`src/rtl/cdt_pkg.sv`:
```
package cdt_pkg;

    typedef enum logic [2:0] {
        SRC_4K  = 3'd0,
        SRC_64  = 3'd1,
        SRC_1   = 3'd2,
        SRC_MIN = 3'd3,
        SRC_HR  = 3'd4
    } src_e;

    typedef struct packed {
        logic s4k;
        logic s64;
        logic s1;
        logic smin;
        logic shr;
    } src_strb_t;

endpackage

```
`src/rtl/cdt_prescale.sv`:
```
module cdt_prescale
    import cdt_pkg::*;
#(
    parameter int PRE_W     = 15,
    parameter int FAST_BITS = 3,
    parameter int MID_BITS  = 9,
    parameter int SUB       = 60
) (
    input  logic      clk,
    input  logic      rst_n,
    input  logic      tick,
    input  logic      restart,
    output src_strb_t strb
);
    localparam int SW = $clog2(SUB);
    localparam logic [SW-1:0] LAST = SW'(SUB - 1);

    typedef struct packed {
        logic [PRE_W-1:0] pre;
        logic [SW-1:0]    sec;
        logic [SW-1:0]    mn;
    } pre_t;

    pre_t state_d, state_q;

    always_comb begin
        state_d = state_q;
        strb    = '0;
        if (restart) begin
            state_d = '0;
        end else if (tick) begin
            state_d.pre = state_q.pre + 1'b1;
            strb.s4k    = &state_q.pre[FAST_BITS-1:0];
            strb.s64    = &state_q.pre[MID_BITS-1:0];
            strb.s1     = &state_q.pre;
            if (strb.s1) begin
                if (state_q.sec == LAST) begin
                    state_d.sec = '0;
                    strb.smin   = 1'b1;
                    if (state_q.mn == LAST) begin
                        state_d.mn = '0;
                        strb.shr   = 1'b1;
                    end else begin
                        state_d.mn = state_q.mn + 1'b1;
                    end
                end else begin
                    state_d.sec = state_q.sec + 1'b1;
                end
            end
        end
    end

    always_ff @(posedge clk or negedge rst_n) begin
        if (!rst_n) state_q <= '0;
        else        state_q <= state_d;
    end

endmodule

```
`src/rtl/cdt_counter.sv`:
```
module cdt_counter #(
    parameter int CNT_W = 8
) (
    input  logic             clk,
    input  logic             rst_n,
    input  logic             src_tick,
    input  logic             tmr_en,
    input  logic             load_we,
    input  logic [CNT_W-1:0] load_val,
    output logic             restart,
    output logic             expire,
    output logic [CNT_W-1:0] reload_val,
    output logic [CNT_W-1:0] cnt_val,
    output logic             pend_val
);
    typedef struct packed {
        logic [CNT_W-1:0] cnt;
        logic [CNT_W-1:0] reload;
        logic             pend;
        logic             en;
    } ctr_t;

    ctr_t st_d, st_q;

    always_comb begin
        st_d    = st_q;
        st_d.en = tmr_en;
        restart = tmr_en && !st_q.en;
        expire  = 1'b0;
        if (tmr_en && st_q.en && src_tick) begin
            if (st_q.pend) begin
                st_d.cnt  = st_q.reload;
                st_d.pend = 1'b0;
            end else if (st_q.cnt == CNT_W'(1)) begin
                expire   = 1'b1;
                st_d.cnt = st_q.reload;
            end else if (st_q.cnt != '0) begin
                st_d.cnt = st_q.cnt - 1'b1;
            end
        end
        if (load_we) begin
            st_d.reload = load_val;
            st_d.pend   = 1'b1;
        end
        if (restart) st_d.pend = 1'b1;
    end

    always_ff @(posedge clk or negedge rst_n) begin
        if (!rst_n) st_q <= '0;
        else        st_q <= st_d;
    end

    assign reload_val = st_q.reload;
    assign cnt_val    = st_q.cnt;
    assign pend_val   = st_q.pend;

endmodule

```
`src/rtl/cdt_pulse.sv`:
```
module cdt_pulse
    import cdt_pkg::*;
#(
    parameter int CNT_W     = 8,
    parameter int WCODE_W   = 3,
    parameter int FAST_BITS = 3,
    parameter int MID_BITS  = 9
) (
    input  logic               clk,
    input  logic               rst_n,
    input  logic               tick,
    input  logic               expire,
    input  logic               flag_clr,
    input  logic [2:0]         src_sel,
    input  logic [CNT_W-1:0]   reload_val,
    input  logic [WCODE_W-1:0] width_code,
    input  logic               pulse_mode,
    input  logic               int_en,
    output logic               flag,
    output logic               irq_n
);
    localparam int PW_W = MID_BITS + WCODE_W + 1;
    localparam int P4K  = 1 << FAST_BITS;
    localparam int P64  = 1 << MID_BITS;

    typedef struct packed {
        logic            flag;
        logic            active;
        logic [PW_W-1:0] pw;
    } pls_t;

    pls_t ps_d, ps_q;
    logic [WCODE_W:0] nplus;
    logic [PW_W-1:0]  width;
    logic [PW_W-1:0]  code_w;

    always_comb begin
        nplus  = {1'b0, width_code} + 1'b1;
        code_w = PW_W'(nplus) << MID_BITS;
        case (src_e'(src_sel))
            SRC_4K: width = (reload_val == CNT_W'(1)) ? PW_W'(P4K / 2) : PW_W'(P4K);
            SRC_64: begin
                if (reload_val == CNT_W'(1))         width = PW_W'(P64 / 2);
                else if (reload_val < CNT_W'(nplus)) width = PW_W'(P64);
                else                                 width = code_w;
            end
            default: width = code_w;
        endcase
    end

    always_comb begin
        ps_d = ps_q;
        if (tick && ps_q.active) begin
            if (ps_q.pw == PW_W'(1)) ps_d.active = 1'b0;
            else                     ps_d.pw     = ps_q.pw - 1'b1;
        end
        if (flag_clr) begin
            ps_d.flag   = 1'b0;
            ps_d.active = 1'b0;
        end
        if (expire) begin
            ps_d.flag   = 1'b1;
            ps_d.active = 1'b1;
            ps_d.pw     = width;
        end
    end

    always_ff @(posedge clk or negedge rst_n) begin
        if (!rst_n) ps_q <= '0;
        else        ps_q <= ps_d;
    end

    assign flag  = ps_q.flag;
    assign irq_n = pulse_mode ? !(ps_q.active && int_en) : !(ps_q.flag && int_en);

endmodule

```
`src/rtl/cdt_timer.sv`:
```
module cdt_timer
    import cdt_pkg::*;
#(
    parameter int CNT_W     = 8,
    parameter int WCODE_W   = 3,
    parameter int PRE_W     = 15,
    parameter int FAST_BITS = 3,
    parameter int MID_BITS  = 9,
    parameter int SUB       = 60
) (
    input  logic               clk,
    input  logic               rst_n,
    input  logic               tick_32k,
    input  logic               tmr_en,
    input  logic               load_we,
    input  logic [CNT_W-1:0]   load_val,
    input  logic [2:0]         src_sel,
    input  logic               pulse_mode,
    input  logic               int_en,
    input  logic [WCODE_W-1:0] width_code,
    input  logic               flag_clr,
    output logic               cd_flag,
    output logic               irq_n
);
    src_strb_t        strb;
    logic             restart;
    logic             src_tick;
    logic             expire;
    logic [CNT_W-1:0] reload_w;
    logic [CNT_W-1:0] cnt_w;
    logic             pend_w;

    cdt_prescale #(
        .PRE_W(PRE_W), .FAST_BITS(FAST_BITS), .MID_BITS(MID_BITS), .SUB(SUB)
    ) u_pre (
        .clk(clk), .rst_n(rst_n), .tick(tick_32k), .restart(restart), .strb(strb)
    );

    always_comb begin
        case (src_e'(src_sel))
            SRC_4K:  src_tick = strb.s4k;
            SRC_64:  src_tick = strb.s64;
            SRC_1:   src_tick = strb.s1;
            SRC_MIN: src_tick = strb.smin;
            default: src_tick = strb.shr;
        endcase
    end

    cdt_counter #(.CNT_W(CNT_W)) u_ctr (
        .clk(clk), .rst_n(rst_n), .src_tick(src_tick), .tmr_en(tmr_en),
        .load_we(load_we), .load_val(load_val), .restart(restart),
        .expire(expire), .reload_val(reload_w), .cnt_val(cnt_w), .pend_val(pend_w)
    );

    cdt_pulse #(
        .CNT_W(CNT_W), .WCODE_W(WCODE_W), .FAST_BITS(FAST_BITS), .MID_BITS(MID_BITS)
    ) u_pls (
        .clk(clk), .rst_n(rst_n), .tick(tick_32k), .expire(expire),
        .flag_clr(flag_clr), .src_sel(src_sel), .reload_val(reload_w),
        .width_code(width_code), .pulse_mode(pulse_mode), .int_en(int_en),
        .flag(cd_flag), .irq_n(irq_n)
    );

endmodule

```
`config.mk`:
```
export PLATFORM = sky130hd
export DESIGN_NAME = cdt_timer
export DESIGN_NICKNAME = d
export VERILOG_FILES = /design/src/rtl/cdt_pkg.sv /design/src/rtl/cdt_prescale.sv /design/src/rtl/cdt_counter.sv /design/src/rtl/cdt_pulse.sv /design/src/rtl/cdt_timer.sv
export SDC_FILE = /design/constraint.sdc
export NUM_CORES = 1
export LEC_CHECK = 0
export BUFFER_PORTS_ARGS = -buffer_cell sky130_fd_sc_hd__clkbuf_2
export CORE_ASPECT_RATIO = 0.6
export CORE_MARGIN = 2
export CORE_UTILIZATION = 35
export CTS_CLUSTER_SIZE = 28
export DETAILED_ROUTE_END_ITERATION = 12
export PLACE_DENSITY_LB_ADDON = 0.25
export SLEW_MARGIN = 20
export SYNTH_ARGS = -nofsm -noshare
export SYNTH_HDL_FRONTEND = slang
export SYNTH_HIERARCHICAL = 1
export SYNTH_SLANG_ARGS = --single-unit
```
`constraint.sdc`:
```
create_clock -name clk -period 8.9 [get_ports clk]
set_input_delay 0.445 -clock clk [delete_from_list [all_inputs] [get_ports clk]]
set_output_delay 0.445 -clock clk [all_outputs]
set_load 0.005 [all_outputs]
```
# Word level (Yosys, flattened, before mapping)
# Cells that the tools add are included.
# totals
wordCells,85
output_inout_bits,2
regBits,60
input_bits,22
# op_classes
muxes,31
eq_ne,9
n_addsub,6
n_reduce_logical,28
magnitude_cmp,1
# ops
op,count
$mux 27,2
$mux 13,3
$pmux 13 s2,1
$mux 8,3
$mux 6,3
$eq 8x1->1 const B,2
$add 15x1->15 const B,1
$mux 15,1
$reduce_and 15->1,1
$mux 14,1
$eq 13x1->1 const B,1
$sub 13x1->13 const B,1
$add 6x1->6 const B,2
$eq 6x6->1 const B,2
$mux 12,1
$reduce_bool 3->1,4
$mux 5,2
$reduce_bool 2->1,5
$mux 1,9
$reduce_and 9->1,1
$lt 8x4->1,1
$reduce_and 2->1,4
$reduce_bool 8->1,1
$sub 8x1->8 const B,1
11 further kinds,22

# Depth between registers and ports, before layout
# Gate-level depths: netlist of run 1.
# logic_depth
ltp_word,11
ltp_mapped,13
ltp_nobuf,11

# Cells and area by module
# The synthesis of run 1 kept the hierarchy.
# modules_own_cells
module,area_each_um2,instances,seq_area_each_um2,cells_per_inst
cdt_prescale,1517.7,1,675.6,162
cdt_counter,1098.6,1,450.4,99
cdt_pulse,1017.2,1,375.4,105
cdt_timer,42.5,1,0.0,6

# Worst setup path before layout of run 1
# Ideal clock, no wire load.
# synth_timing
path_type,in2reg
start,in tick_32k
end,reg u_pls/ps_q[11] (netlist bit)
path_slack_ps,5665
setup_time_ps,135
arrival_time_ps,3100
stages,13
t_required_ps,8765
cell_sequence,buf_4 -> nand4_4 -> or4_1 -> clkbuf_1 -> nor3_1 -> nor3b_1 -> nor2_1 -> a311oi_1 -> nand3_1 -> nor3_1 -> clkbuf_1 -> clkbuf_1 -> o22ai_1
# synth_rtl
element,line_no,rtl
start: declaration,cdt_timer.sv:13,"input logic tick_32k,"
end signal: assignment,cdt_pulse.sv:70,else ps_q <= ps_d;
end: declaration,cdt_pulse.sv:32,"pls_t ps_d, ps_q;"

==> results_dict.tcl, run 1 <==
set metrics [dict create \
    vias 2813 \
    first_pass_iters 5 \
    rr_startpoint "u_pre/state_q[12]" \
    arrival_ns 3.92 \
    fmax_ghz 0.272 \
    fill_cells 984 \
    io_buffer_count 23 \
    critPathCaptureType "flop" \
    drcViolationCount 0 \
    rsz0062_at_grt "false" \
    worst_clock_skew_ns 0.00854 \
    whs_endpoint "u_ctr/st_q[0]" \
    status "finished clean" \
    cpMostUsedCell "nand3_1" \
    worstHoldStart "tmr_en" \
    ys_warn_count 6 \
    cts_max_level 3 \
    worstSkewPairLatency_ns 0.33 \
    grt_pass1_vias 2597 \
    period_share_pct 41.4 \
    ant_nets 0 \
    cpMaxStageDelayCell "or4_1" \
    crit_family "simple AND/OR/NAND/NOR gates" \
    synthCells 364 \
    vias_per_cell 5.42 \
    syn-cell-area_um2 3620 \
    cts_tree "built" \
    min_period_ns 3.68 \
    grt_pass1_wl_um 13400 \
    hold_viol 0 \
    drive_gt1_share_pct 19.8 \
    placed_area_um2 3830 \
    clkSinkCount 60 \
    startpoint_type "flop" \
    ir_drop_mv 0.0934 \
    clk_path_buf_depth 2 \
    tns_ns 0 \
    core_um2 9950 \
    relSlewSlack_pct 48.2 \
    grt_usage_pct 15.5 \
    fin_nets 416 \
    hold_path.class "in2reg" \
    die_area_um2 11200 \
    report.final.setup_viol 0 \
    cts_root_buf "clkbuf_16" \
    crit_chain "ha_1 -> nand4_4 -> or4_1 -> nor3_1 -> nor3b_1 -> nor2_1 -> a311oi_1 -> nand3_1 -> nor3_4 -> nand3_1 -> o22ai_1" \
    drv_cap 0 \
    worst_pin_slew_ns 0.775 \
    cts_resized 0 \
    finish.instance_area_um2 4080 \
    dp_hpwl_um 5540 \
    hold_path_depth 1 \
    cts_buffers 9 \
    leakagePower_uw 0.00171 \
    syn2layout_area_growth_pct 12.9 \
    chipHeight_um 82.7 \
    synth_fp_nets 399 \
    antenna_found_initial 0 \
    grt_max_degree 61 \
    worstPathMaxFanout 20 \
    wirelength_um 7980 \
    boundaryPins 24 \
    antenna_cells 0 \
    r2r_cells 11 \
    path_class "reg2reg" \
    drv_slew 0 \
    place.gp.congestion 0.796 \
    drt_iter0_drc 195 \
    cp_num_buf_inv 0 \
    die_x_um 135 \
    wl_per_cell_um 15.4 \
    rrSetupSlack_ns 5.22 \
    path_clk_slew_ns 0.05 \
    start_util_pct 36.3 \
    cts_setup_buffers 0 \
    critPathMaxStageDelay_ns 0.66 \
    timing.rr.end "u_pls/ps_q[2]" \
    critPathRequiredTime_ns 9.14 \
    overflow 0 \
    rows 28 \
    power.density_nw_per_um2 176 \
    cts.hold.buffers_added 0 \
    syn_avg_cell_area_um2 9.93 \
]
## report_power, final
group / switching [µW] / internal [µW]
clock network: 114 / 191
registers: 28.9 / 293
logic: 52.2 / 39.7
## layout by cell type, fill, tap and decap left out, types with 3 or more instances in the layout
master and count:
o22ai_1 5, nor3_1 9, or4_1 7, nor4_2 4, or3_1 3, inv_1 19, clkinv_2 3, clkbuf_16 9
buf_4 3, and3_1 7, nand2b_1 3, clkbuf_2 23, nor2_1 26, o21ai_0 13, a2bb2oi_1 4, a21oi_1 17
xnor2_1 8, xor2_1 13, o31ai_1 6, dfrtp_1 60, nor4_1 5, ha_1 13, nand4_1 9, nand3_1 18
mux2i_1 7, mux2_2 9, nand2_1 20, o211ai_1 3
## metrics by stage
stage               hold slack [ns]  util [%]  std cells  power [µW]  setup slack, ns
detailed placement            0.499      38.5        505         418             5.12
global route                  0.264      41.0        519         756             4.73
global placement              0.493      38.4        505         415             4.99
floorplan                     0.149         -        364         390             5.67
CTS                           0.252      41.0        519         728             5.18
finish                        0.258      41.0        519         719             5.22
## worst register-to-register path, stage by stage (launching register included)
cell      delay, ns
dfrtp_1        0.38
ha_1           0.26
nand4_4        0.18
or4_1          0.66
nor3_1         0.29
nor3b_1        0.21
nor2_1         0.06
a311oi_1       0.26
nand3_1        0.25
nor3_4         0.65
nand3_1        0.20
o22ai_1        0.20
## worst max-delay path by stage
stage          depth (start not counted)         startpoint              to
4_1_cts                               11  u_pre/state_q[12]   u_pls/ps_q[2]
3_5_place_dp                          11           tick_32k   u_pls/ps_q[8]
3_3_place_gp                          11           tick_32k   u_pls/ps_q[8]
2_1_floorplan                         13           tick_32k  u_pls/ps_q[11]
5_1_grt                               11  u_pre/state_q[12]   u_pls/ps_q[2]
6_report                              11  u_pre/state_q[12]   u_pls/ps_q[2]
## metal layers
| metal | GRT usage (%) | vias to the layer above | wire, µm |
|---|---|---|---|
| li1 | - | 1378 | - |
| met1 | 23.3 | 1353 | 4330 |
| met2 | 21.2 | 72 | 3140 |
| met3 | 4.64 | 10 | 413 |
| met4 | 4.58 | 0 | 100 |
| met5 | 0 | - | 0 |
## sequential cells by signal, indices dropped and copies added, names as in the netlist
register and flops:
u_ctr/pend_val 1, u_ctr/cnt_val 8, u_pls/flag 1, u_pre/state_q 27
u_ctr/reload_val 8, u_ctr/st_q 1, u_pls/ps_q 14
## cell type report
class,count,area [µm²],share of cell area [%]
flip-flops and latches,60,1500,36.8
clock inverters,3,15.0,0.368
multi-input cells,265,1950,47.7
well taps,135,169,4.14
repair buffers,26,138,3.37
clock buffers,11,243,5.94
inverters,19,71.3,1.75
Power figures use the tool's default switching activity.
==> run 2, diff against run 1 <==
- clock period: 8.9 -> 3.5 ns (I/O delays scaled with it)
==> results_dict.tcl, run 2 (same netlist as run 1, synthesis figures left out) <==
set metrics [dict create \
    worst_pin_slew_ns 0.900 \
    drive_gt1_share_pct 21.8 \
    clkSinkCount 60 \
    worst_clock_skew_ns 0.00892 \
    wl_per_cell_um 15.3 \
    start_util_pct 36.3 \
    first_pass_iters 4 \
    rsz0062_at_grt "false" \
    r2r_cells 11 \
    cts_max_level 3 \
    report.final.setup_viol 0 \
    arrival_ns 3.46 \
    multi_input_area_um2 1970 \
    final_common_cell "dfrtp_1" \
    worstPathMaxFanout 20 \
    chipHeight_um 82.7 \
    cts_tree "built" \
    syn2layout_area_growth_pct 15.7 \
    cts_buffers 9 \
    path_class "reg2reg" \
    largest_register_ffs 27 \
    hold_slack_ns -0.0371 \
    grt_usage_pct 16.0 \
    ant_nets 0 \
    ir_drop_mv 0.246 \
    antenna_cells 0 \
    hold_viol 35 \
    wirelength_um 8010 \
    clk_path_buf_depth 2 \
    io_buffer_count 23 \
    hold_path.class "in2async" \
    vias_per_cell 5.34 \
    worstSkewPairLatency_ns 0.34 \
    critPathCaptureType "flop" \
    drt_iter0_drc 237 \
    min_period_ns 3.24 \
    drv_slew 0 \
    die_area_um2 11200 \
    timing.rr.end "u_pls/ps_q[9]" \
    period_share_pct 92.6 \
    relSlewSlack_pct 40.0 \
    final_core_util_pct 42.1 \
    cts_root_buf "clkbuf_16" \
    power.density_nw_per_um2 467 \
    dp_hpwl_um 5740 \
    grt_pass1_vias 2632 \
    violations "hold timing" \
    reg.largest.list "u_pre/state_q x27, u_pls/ps_q x14" \
    path_clk_slew_ns 0.05 \
    fill_cells 1003 \
    rows 28 \
    drcViolationCount 0 \
    regMostFlops "u_pre/state_q" \
    fin_nets 420 \
    critPathRequiredTime_ns 3.72 \
    boundaryPins 24 \
    startpoint_type "flop" \
    leakagePower_uw 0.00175 \
    grt_pass1_wl_um 13600 \
    vias 2803 \
    grt_max_degree 37 \
    status "complete, but fails checks" \
    fmax_ghz 0.309 \
    final_cell_mix "60 x dfrtp_1, 26 x nor2_1, 23 x clkbuf_2" \
    overflow 0 \
    tns_ns 0 \
    rrSetupSlack_ns 0.26 \
    place.gp.congestion 0.767 \
    critical_path.startpoint "u_pre/state_q[12]" \
    core_um2 9950 \
    die_x_um 135 \
    rr_startpoint "u_pre/state_q[12]" \
    drv_cap 0 \
    seq_area_um2 1500 \
    antenna_found_initial 0 \
]
-- run 2: where the power goes --
part	leakage, µW	total (µW)	switching, µW	internal [µW]
combinational	0.000800	238	134	104
sequential	0.000792	817	71.9	745
clock	0.000155	900	317	584
-- run 2: through the flow --
step,cell area [µm²],std cells,power [µW],setup slack [ns]
6_report,4180,525,1960,0.260
5_1_grt,4180,525,2060,0.0309
4_1_cts,4160,525,1970,0.0983
3_5_place_dp,3840,508,1060,0.122
3_3_place_gp,3840,508,1050,0.327
2_1_floorplan,3620,364,992,0.269
-- run 2: worst max path at each step --
stage / end / slack, ns / depth (start not counted)
floorplan: u_pls/ps_q[11] / 0.27 / 13
global placement: u_pls/ps_q[9] / 0.33 / 11
detailed placement: u_ctr/cnt_val[6] / 0.12 / 11
CTS: u_ctr/cnt_val[3] / 0.1 / 11
global route: u_pls/ps_q[9] / 0.03 / 11
finish: u_pls/ps_q[9] / 0.26 / 11
-- run 2: repair_timing --
item	in CTS	in global routing
gates resized for setup	0	5
setup buffers	0	0
hold buffers	1	0
endpoints found under the hold margin	1	0
endpoints found under the setup margin	0	13
-- run 2: cell type report --
| class | count | area share, % |
|---|---|---|
| Clock buffer | 11 | 6.04 |
| Clock inverter | 5 | 1.20 |
| Inverter | 19 | 1.70 |
| Multi-Input combinational cell | 265 | 47.0 |
| Sequential cell | 60 | 35.9 |
| Tap cell | 135 | 4.04 |
| Timing Repair Buffer | 30 | 4.16 |
-- run 2: layer usage --
| layer | global-route usage (%) | up-vias | part of all wire, % | routed length [µm] |
|---|---|---|---|---|
| li1 | - | 1384 | - | - |
| met1 | 23.5 | 1363 | 54 | 4290 |
| met2 | 22.2 | 46 | 41 | 3250 |
| met3 | 5.56 | 10 | 5.1 | 407 |
| met4 | 4.06 | 0 | 0.80 | 64 |
| met5 | 0 | - | 0 | 0 |
-- run 2: worst max-delay path, stage by stage, from the launching register on --
cell and delay, ns:
dfrtp_1 0.38, ha_1 0.25, nand4_4 0.18, or4_4 0.59, nor3_1 0.29, nor3b_2 0.21
nor2_1 0.05, a311oi_1 0.28, nand3_2 0.19, nor3_2 0.17, buf_6 0.21, mux2_4 0.31
